**src/rtl/msg_irq_ctrl.sv**
```systemverilog
module msg_irq_ctrl #(
  parameter logic [31:0] TGT_RESET  = 32'h0000_0003,
  parameter logic [31:0] LEGAL_MASK = 32'h043F_63A0,
  parameter int          QDEPTH     = 4
) (
  input  logic        clk,
  input  logic        rst_n,
  input  logic [31:0] src_i,
  input  logic        reg_wr,
  input  logic        reg_rd,
  input  logic [4:0]  reg_addr,
  input  logic [31:0] reg_wdata,
  output logic [31:0] reg_rdata,
  output logic        msg_valid,
  input  logic        msg_ready,
  output logic [31:0] msg_addr,
  output logic [31:0] msg_data,
  output logic        msg_ovf
);

  localparam int PW = (QDEPTH > 1) ? $clog2(QDEPTH) : 1;
  localparam logic [PW:0]   FULL  = (PW+1)'(QDEPTH);
  localparam logic [PW-1:0] LAST  = PW'(QDEPTH - 1);
  localparam logic [4:0] A_REQ  = 5'h00;
  localparam logic [4:0] A_MASK = 5'h04;
  localparam logic [4:0] A_PEND = 5'h08;
  localparam logic [4:0] A_CTRL = 5'h0C;
  localparam logic [4:0] A_TGT  = 5'h10;

  logic [31:0] src_q, req, mask, pend, tgt;
  logic        sup;
  logic [31:0] tq [QDEPTH];
  logic [PW-1:0] wp, rp;
  logic [PW:0]   cnt;

  logic [31:0] rise;
  logic        fire, full, push, pop, pend_clr;
  logic [31:0] head;

  assign rise     = src_i & ~src_q;
  assign fire     = (|(rise & mask)) && !sup;
  assign full     = (cnt == FULL);
  assign push     = fire && !full;
  assign pop      = msg_valid && msg_ready;
  assign pend_clr = (reg_rd || reg_wr) && (reg_addr == A_PEND);

  assign head      = tq[rp];
  assign msg_valid = (cnt != '0);
  assign msg_addr  = {head[31:5], 5'b0};
  assign msg_data  = {27'b0, head[4:0]};

  always_comb begin
    case (reg_addr)
      A_REQ:   reg_rdata = req;
      A_MASK:  reg_rdata = mask;
      A_PEND:  reg_rdata = pend;
      A_CTRL:  reg_rdata = {23'b0, sup, 8'b0};
      A_TGT:   reg_rdata = tgt;
      default: reg_rdata = '0;
    endcase
  end

  always_ff @(posedge clk) begin
    if (!rst_n) begin
      src_q   <= '0;
      req     <= '0;
      mask    <= '0;
      pend    <= '0;
      tgt     <= TGT_RESET;
      sup     <= 1'b0;
      msg_ovf <= 1'b0;
    end else begin
      src_q <= src_i;
      req   <= req | (rise & mask);
      pend  <= (pend_clr ? '0 : pend) | rise;
      if (reg_wr && reg_addr == A_MASK) mask <= reg_wdata & LEGAL_MASK;
      if (reg_wr && reg_addr == A_CTRL) sup  <= reg_wdata[8];
      if (reg_wr && reg_addr == A_TGT)  tgt  <= reg_wdata;
      if (fire && full) msg_ovf <= 1'b1;
    end
  end

  always_ff @(posedge clk) begin
    if (!rst_n) begin
      wp  <= '0;
      rp  <= '0;
      cnt <= '0;
    end else begin
      if (push) wp <= (wp == LAST) ? '0 : wp + 1'b1;
      if (pop)  rp <= (rp == LAST) ? '0 : rp + 1'b1;
      case ({push, pop})
        2'b10:   cnt <= cnt + 1'b1;
        2'b01:   cnt <= cnt - 1'b1;
        default: cnt <= cnt;
      endcase
    end
  end

  always_ff @(posedge clk) begin
    if (push) tq[wp] <= tgt;
  end

  assert_mask_legal_R3: assert property (@(posedge clk) disable iff (!rst_n)
    (reg_rd && reg_addr == A_MASK) |-> ((reg_rdata & ~LEGAL_MASK) == '0));

  assert_req_keep_R6: assert property (@(posedge clk) disable iff (!rst_n)
    1'b1 |=> ((req & $past(req)) == $past(req)));

  assert_no_msg_suppressed_R8: assert property (@(posedge clk) disable iff (!rst_n)
    (sup && cnt == '0) |=> !msg_valid);

  assert_pend_clear_R9: assert property (@(posedge clk) disable iff (!rst_n)
    (reg_rd && reg_addr == A_PEND && src_i == '0) |=> (pend == '0));

  assert_hold_R10: assert property (@(posedge clk) disable iff (!rst_n)
    (msg_valid && !msg_ready) |=> (msg_valid && $stable(msg_addr) && $stable(msg_data)));

  assert_queue_bound_R10: assert property (@(posedge clk) disable iff (!rst_n)
    cnt <= FULL);

  assert_ovf_sticky_R11: assert property (@(posedge clk) disable iff (!rst_n)
    msg_ovf |=> msg_ovf);

endmodule

```
**config.mk**
```make
export PLATFORM = sky130hd
export DESIGN_NAME = msg_irq_ctrl
export DESIGN_NICKNAME = d
export VERILOG_FILES = /design/src/rtl/msg_irq_ctrl.sv
export SDC_FILE = /design/constraint.sdc
export NUM_CORES = 1
export LEC_CHECK = 0
export ABC_AREA = 1
export BUFFER_PORTS_ARGS = -buffer_cell sky130_fd_sc_hd__buf_2
export CAP_MARGIN = 40
export CORE_MARGIN = 3
export CORE_UTILIZATION = 45
export CTS_CLUSTER_DIAMETER = 40
export CTS_CLUSTER_SIZE = 20
export DETAILED_ROUTE_END_ITERATION = 10
export PLACE_DENSITY = 0.72
export SLEW_MARGIN = 20
export SYNTH_ARGS = -nofsm -noshare
export SYNTH_HDL_FRONTEND = slang
export SYNTH_SLANG_ARGS = --single-unit
```
**constraint.sdc**
```tcl
create_clock -name clk -period 3.37 [get_ports clk]
set_input_delay 0.337 -clock clk [delete_from_list [all_inputs] [get_ports clk]]
set_output_delay 0.337 -clock clk [all_outputs]
set_load 0.03 [all_outputs]
```
==> results.py, run 1 <==
metrics = {
    "logic_synthesis": {
        "syn-cell-area_um2": 10100,
        "avgSynthCellArea_um2": 10.1,
        "syn_inst": 1001,
        "yosysWarnings": 0,
        "synth-simple-area-share_pct": 12.2,
        "synth.distinct_cells": 28,
        "synthAdderAreaFrac_pct": 0.944,
        "yosysMostFrequentCell": "nor2_1",
        "post-synth-top-area-fraction_pct": 38.1,
        "ys_seq_area_share_pct": 64.6,
        "muxShareOfSynthArea_pct": 0,
        "async_reset_ff_share_pct": 0,
        "synth_top_family_by_area": "compound AO/OA/AOI/OAI gates",
        "synthTopCellsByCount": "nor2_1 (139), dfxtp_1 (133), edfxtp_1 (128), o21ai_0 (121), nand2_1 (115)",
        "synthTopCellsByArea": "edfxtp_1 (38%), dfxtp_1 (26%), o21ai_0 (6.0%), nor2_1 (5.2%), nand2_1 (4.3%)",
        "synth-compound-area-share_pct": 13.8,
        "yosysTopAreaCell": "edfxtp_1",
        "synth_xor_xnor_area_share_pct": 0,
        "synth_edf_count": 128,
        "synth_flop_cell": "dfxtp_1",
        "ys_ff_latch": 261,
    },
    "flow_run": {
        "cap_violations": 0,
    },
    "grt": {
        "grt_pass1_wl_um": 37600,
        "grtUsageTotal_pct": 19.4,
        "antenna_found_initial": 3,
        "overflow": 0,
        "grt_max_degree": 47,
        "grt_pass1_vias": 7001,
    },
    "die": {
        "die_h_um": 156,
        "coreArea_um2": 21900,
        "io_pins": 172,
        "die_w_um": 156,
        "start_util_pct": 46.0,
        "num_rows": 54,
        "die_area_um2": 24200,
    },
    "power_and_ir_drop": {
        "p_seq_share_pct": 46.2,
        "power_density_nw_per_um2": 626,
        "p_switching_mw": 2.20,
        "ir_drop_mv": 0.488,
        "swShare_pct": 29.1,
        "internal_power_mw": 5.35,
        "clock_power_share_pct": 39.3,
        "p_comb_share_pct": 14.4,
        "power.leakage_nw": 4.88,
    },
    "outcome": {
        "outcome": "complete, no violations",
    },
    "sta": {
        "worst_slack_ps": 628,
        "rsz0062_at_grt": "false",
        "worstMarginPinSlew_ps": 691,
        "holdWs_ps": 18.9,
        "hold_violations": 0,
        "slew_viol_final": 0,
        "period_minus_slack_ps": 2740,
        "relSlewSlack_pct": 53.8,
        "final.setup.tns_ps": 0,
        "setup_viol_count_final": 0,
        "skew_ps": 13.7,
        "post-route-period-util_pct": 81.4,
        "timing.fmax_mhz": 365,
    },
    "clock_network": {
        "htree_levels": 1,
        "cts_sinks": 261,
        "clockBufferDepth": 3,
        "cts_buffers": 27,
        "clk_pin_slew_ps": 60,
        "post_cts_buffers": 0,
        "cts.repair.resized": 0,
        "root_buffer": "clkbuf_16",
        "clk_latency_ps": 540,
        "tritoncts": "done",
    },
    "placed_design": {
        "io_buffers": 139,
        "place_ws_ps": 995,
        "gp_congestion": 0.831,
        "hpwl_um": 16000,
        "dp.cells": 1386,
    },
    "detailed_routing": {
        "wl_per_cell_um": 16.5,
        "ant_nets": 0,
        "drt_iter0_drc": 612,
        "dr.pass1.iters": 6,
        "routed_wl_um": 23900,
        "viasPerCell": 5.09,
        "drc": 0,
        "vias": 7395,
    },
    "worst_setup_path": {
        "reg2reg_from": "src_q[17]",
        "crit_required_ps": 3030,
        "endpoint_kind": "primary output",
        "criticalPathCategory": "reg2out",
        "arrival_ps": 2400,
        "path_max_fanout": 36,
        "r2r_cells": 15,
        "cp-start-kind": "register",
        "rrSetupSlack_ps": 1140,
        "r2r-end": "cnt[2]",
    },
    "layout": {
        "final_cells": 1454,
        "multiInputGateArea_um2": 2860,
        "seqCellArea_um2": 6510,
        "fin_nets": 1233,
        "fill_cells": 1921,
        "syn2layout_area_growth_pct": 19.5,
        "drive_gt1_share_pct": 18.6,
        "final_util_pct": 55.0,
    },
    "min_path": {
        "hold_path_class": "in2reg",
        "hold_end": "src_q[21]",
        "hold_depth": 3,
        "min-delay-start": "src_i[21]",
    },
}
critical path, cell delays in order, from the launching register on:
cell     delay (ps)
dfxtp_2         700
buf_4           440
o21ai_0         170
o22ai_1         300
buf_2           260
cell type report:
cell class	instances	share of cell area, %
antenna	2	0.0415
clock buffer	29	5.67
clock inverter	20	1.93
inverter	101	3.15
multi-input combinational	587	23.7
sequential	261	54.0
tap	280	2.91
timing repair buffer	174	8.58
metrics by stage:
step	area [µm²]	total power, mW
final	12000	7.55
after CTS	12000	7.61
after global routing	12000	7.85
after detailed placement	11000	4.64
after global placement	10900	4.62
after floorplan	10200	4.30
cell families after synthesis:
logic type | count (synthesis)
AND/OR/NAND/NOR | 304
adder cells (fa/ha/maj) | 7
buffers and inverters | 184
flip-flops | 261
other | 1
AO/OA/AOI/OAI | 244
registers in the layout (all words and copies together), names as in the netlist, named ones only:
register / cells
tq: 128
pend: 32
src_q: 32
tgt: 32
mask: 13
req: 13
cnt: 3
rp: 2
wp: 2
msg_ovf: 1
sup: 1
power groups by stage:
stage	Combinational, mW	Sequential [mW]	Clock [mW]
floorplan	0.776	3.52	0
global placement	1.07	3.55	0
detailed placement	1.08	3.56	0
CTS	1.10	3.49	3.02
global route	1.20	3.50	3.15
finish	1.09	3.49	2.97
worst max path at each step:
stage / slack [ps] / depth (start not counted) / endpoint
after floorplan: 730 / 8 / tq[0][0]
after global placement: 1050 / 15 / cnt[2]
after detailed placement: 1000 / 15 / cnt[2]
after CTS: 600 / 4 / msg_data[3]
after global routing: 500 / 5 / msg_addr[28]
final: 630 / 4 / msg_data[3]
metal layers:
metal,part of all wire [%],vias to the layer above,GRT usage [%]
met5,0.054,-,0
met4,2.9,2,7.50
met3,6.1,40,3.69
met2,45,224,30.4
met1,46,3475,26.8
li1,-,3654,-
cell usage in the layout, fill, tap and decap left out, types with 2 or more instances in the layout:
cell type      synthesis  final
nand2_1              115    115
clkbuf_16              0     27
clkbuf_1              20      2
clkinvlp_4             0      3
edfxtp_1             128    128
o22ai_1               33     33
nor2_1               139    135
nor2_2                 1      5
o2111ai_1             12     12
buf_2                 25    139
diode_2                0      2
inv_8                  0      3
ha_1                   6      6
inv_12                 0      2
nand3_1               41     41
conb_1                 1     32
nand3_2                2      2
a22o_1                19     19
nor2_4                 2      2
nand4_1                3      3
clkinv_4               0      2
o21ai_1               11     11
buf_4                 34     16
clkinv_8               0      4
inv_1                 97     97
inv_6                  0      2
dlygate4sd3_1          0     17
a21oi_1               45     45
inv_2                  4      4
o21ai_0              121    121
dfxtp_1              133    132
repair_timing:
item,CTS,global route
hold buffers,16,1
setup endpoints to repair,0,0
hold endpoints to repair,16,1
Power figures use the tool's default switching activity.
==> run 2, diff against run 1 <==
Settings changed: ABC_AREA 1 to 0, PLACE_DENSITY 0.72 to 0.75.
Clock period 3.37 ns to 2.35 ns, I/O delays scaled along.
==> results.py, run 2 <==
metrics = {
    "layout": {
        "final_common_cell": "buf_2",
        "final_util_pct": 58.6,
        "syn2layout_area_growth_pct": 27.4,
        "largest_reg_flops": 128,
        "top_register": "tq",
        "n_antenna_cell": 0,
        "fin_nets": 1064,
        "drive_gt1_share_pct": 27.4,
        "final_cell_mix": "buf_2 (134), edfxtp_1 (128), dfxtp_1 (127)",
    },
    "power_and_ir_drop": {
        "power.leakage_nw": 5.20,
        "power_density_nw_per_um2": 832,
        "p_total_mw": 10.7,
        "ir_drop_mv": 0.697,
    },
    "worst_setup_path": {
        "worstPathCellList": "nand3b_1 -> nand4_1 -> nor3_2 -> a221oi_2 -> inv_1 -> ha_2 -> inv_2 -> fa_2 -> xor2_1 -> or3_1 -> a21boi_1",
        "arrival_ps": 2750,
        "timing.critical_path.max_delay_family": "simple AND/OR/NAND/NOR gates",
        "crit_required_ps": 2770,
        "endpoint_kind": "register",
        "path_max_fanout": 2,
        "crit_buf_inv": 2,
        "slowest_delay_ps": 350,
        "crit_slowest_cell": "fa_2",
        "cp-start-kind": "register",
        "criticalPathCategory": "reg2reg",
    },
    "clock_network": {
        "cts_sinks": 261,
        "clockBufferDepth": 3,
        "tritoncts": "done",
        "cts_buffers": 34,
        "root_buffer": "clkbuf_16",
        "clk_pin_slew_ps": 60,
        "htree_levels": 2,
        "clk_latency_ps": 500,
    },
    "logic_synthesis": {
        "syn_inst": 772,
        "async_reset_ff_share_pct": 0,
        "synth_flop_cell": "dfxtp_1",
        "synth_edf_count": 128,
        "yosysMostFrequentCell": "dfxtp_1",
        "post-synth-top-area-fraction_pct": 38.2,
        "synthTopCellsByArea": "edfxtp_1 (38%), dfxtp_1 (26%), mux4_2 (7.2%), nand2_1 (4.2%), a21boi_0 (3.9%)",
        "ys_seq_area_share_pct": 64.6,
        "yosysWarnings": 0,
        "yosysTopAreaCell": "edfxtp_1",
        "syn-cell-area_um2": 10100,
        "synth.distinct_cells": 40,
        "ys_ff_latch": 261,
        "synthTopCellsByCount": "dfxtp_1 (133), edfxtp_1 (128), nand2_1 (114), a21boi_0 (52), and2_1 (45)",
        "avgSynthCellArea_um2": 13.0,
    },
    "outcome": {
        "outcome": "complete, no violations",
    },
    "sta": {
        "holdWs_ps": 12.0,
        "worst_slack_ps": 18.6,
        "final.setup.tns_ps": 0,
        "rsz0062_at_grt": "true",
        "slew_viol_final": 0,
        "skew_ps": 18.3,
        "timing.fmax_mhz": 429,
        "setup_viol_count_final": 0,
        "relSlewSlack_pct": 59.6,
        "worstMarginPinSlew_ps": 605,
        "period_minus_slack_ps": 2330,
        "hold_violations": 0,
        "post-route-period-util_pct": 99.2,
    },
    "min_path": {
        "hold_path_class": "in2reg",
    },
    "detailed_routing": {
        "drt_iter0_drc": 583,
        "viasPerCell": 5.23,
        "vias": 6730,
        "ant_nets": 0,
        "routed_wl_um": 23500,
        "dr.pass1.iters": 5,
        "wl_per_cell_um": 18.2,
        "drc": 0,
    },
    "die": {
        "die_h_um": 156,
        "die_w_um": 156,
        "die_area_um2": 24200,
        "num_rows": 54,
        "coreArea_um2": 21900,
        "io_pins": 172,
        "start_util_pct": 46.0,
    },
    "placed_design": {
        "place_ws_ps": -188,
        "io_buffers": 139,
        "gp_congestion": 0.793,
        "hpwl_um": 15200,
    },
    "grt": {
        "overflow": 0,
        "grt_pass1_vias": 6772,
        "grt_max_degree": 40,
        "grt_pass1_wl_um": 36700,
        "grtUsageTotal_pct": 19.3,
        "antenna_found_initial": 0,
    },
    "flow_run": {
        "cap_violations": 0,
    },
}
run 2: stage by stage:
| step | cells | cell area, µm² |
|---|---|---|
| 2_1_floorplan | 803 | 10200 |
| 3_3_place_gp | 1169 | 11000 |
| 3_5_place_dp | 1171 | 11100 |
| 4_1_cts | 1287 | 12800 |
| 5_1_grt | 1288 | 12800 |
| 6_report | 1288 | 12800 |
run 2: kinds of logic (layout without fill, tap and decap cells):
kind of cell	count (synthesis)	count (layout)	share of synthesized area (%)
other	1	32	0.0372
and+or+nand+nor	227	227	11.2
AOI/OAI and AO/OA	130	130	10.1
muxes	36	36	7.55
xor gates and xnor gates	2	2	0.174
adders and majority gates	7	7	0.944
DFF	261	261	64.6
buffers and inverters	108	313	5.36
run 2: final timing paths:
check / startpoint / end / slack, ps / cells after the start
worst max-delay path: src_q[19] / cnt[2] / 20 / 11
worst min-delay path: reg_wdata[13] / tgt[13] / 10 / 3
worst max register to register: src_q[19] / cnt[2] / 20 / 11
worst min register to register: req[7] / req[7] / 460 / 2
run 2: timing repair:
action | CTS | global route
setup endpoints to repair | 21 | 19
pin swaps | 5 | 8
gates resized for setup | 8 | 7
hold endpoints to repair | 54 | 0
buffers inserted | 1 | 6
hold buffers | 54 | 0
run 2: tightest hold or removal path, delay by kind of cell:
kind,cells,cell delay (ps)
buf+inv,1,110
compound gates,1,60
simple gates,1,50
run 2: area by class of cell:
type,instances,area (µm²)
clock buffers,36,880
clock inverters,25,273
fillers,1727,9070
inverters,34,128
multi-input cells,434,3180
flip-flops and latches,261,6510
well taps,280,350
repair buffers,218,1500
run 2: power breakdown:
| group | switching (mW) | leakage, nW | internal (mW) |
|---|---|---|---|
| sequential | 0.0534 | 2.51 | 4.84 |
| combinational | 0.346 | 2.13 | 0.277 |
| clock | 2.10 | 0.564 | 3.06 |
run 2: metal layers:
layer  up-vias  share of wire (%)  global-route usage (%)
li1       3145                  -                       -
met2       228                 49                    31.6
met3        41                6.2                    3.83
met1      3316                 43                    26.2
met4         0                2.2                    6.13
met5         -                  0                       0
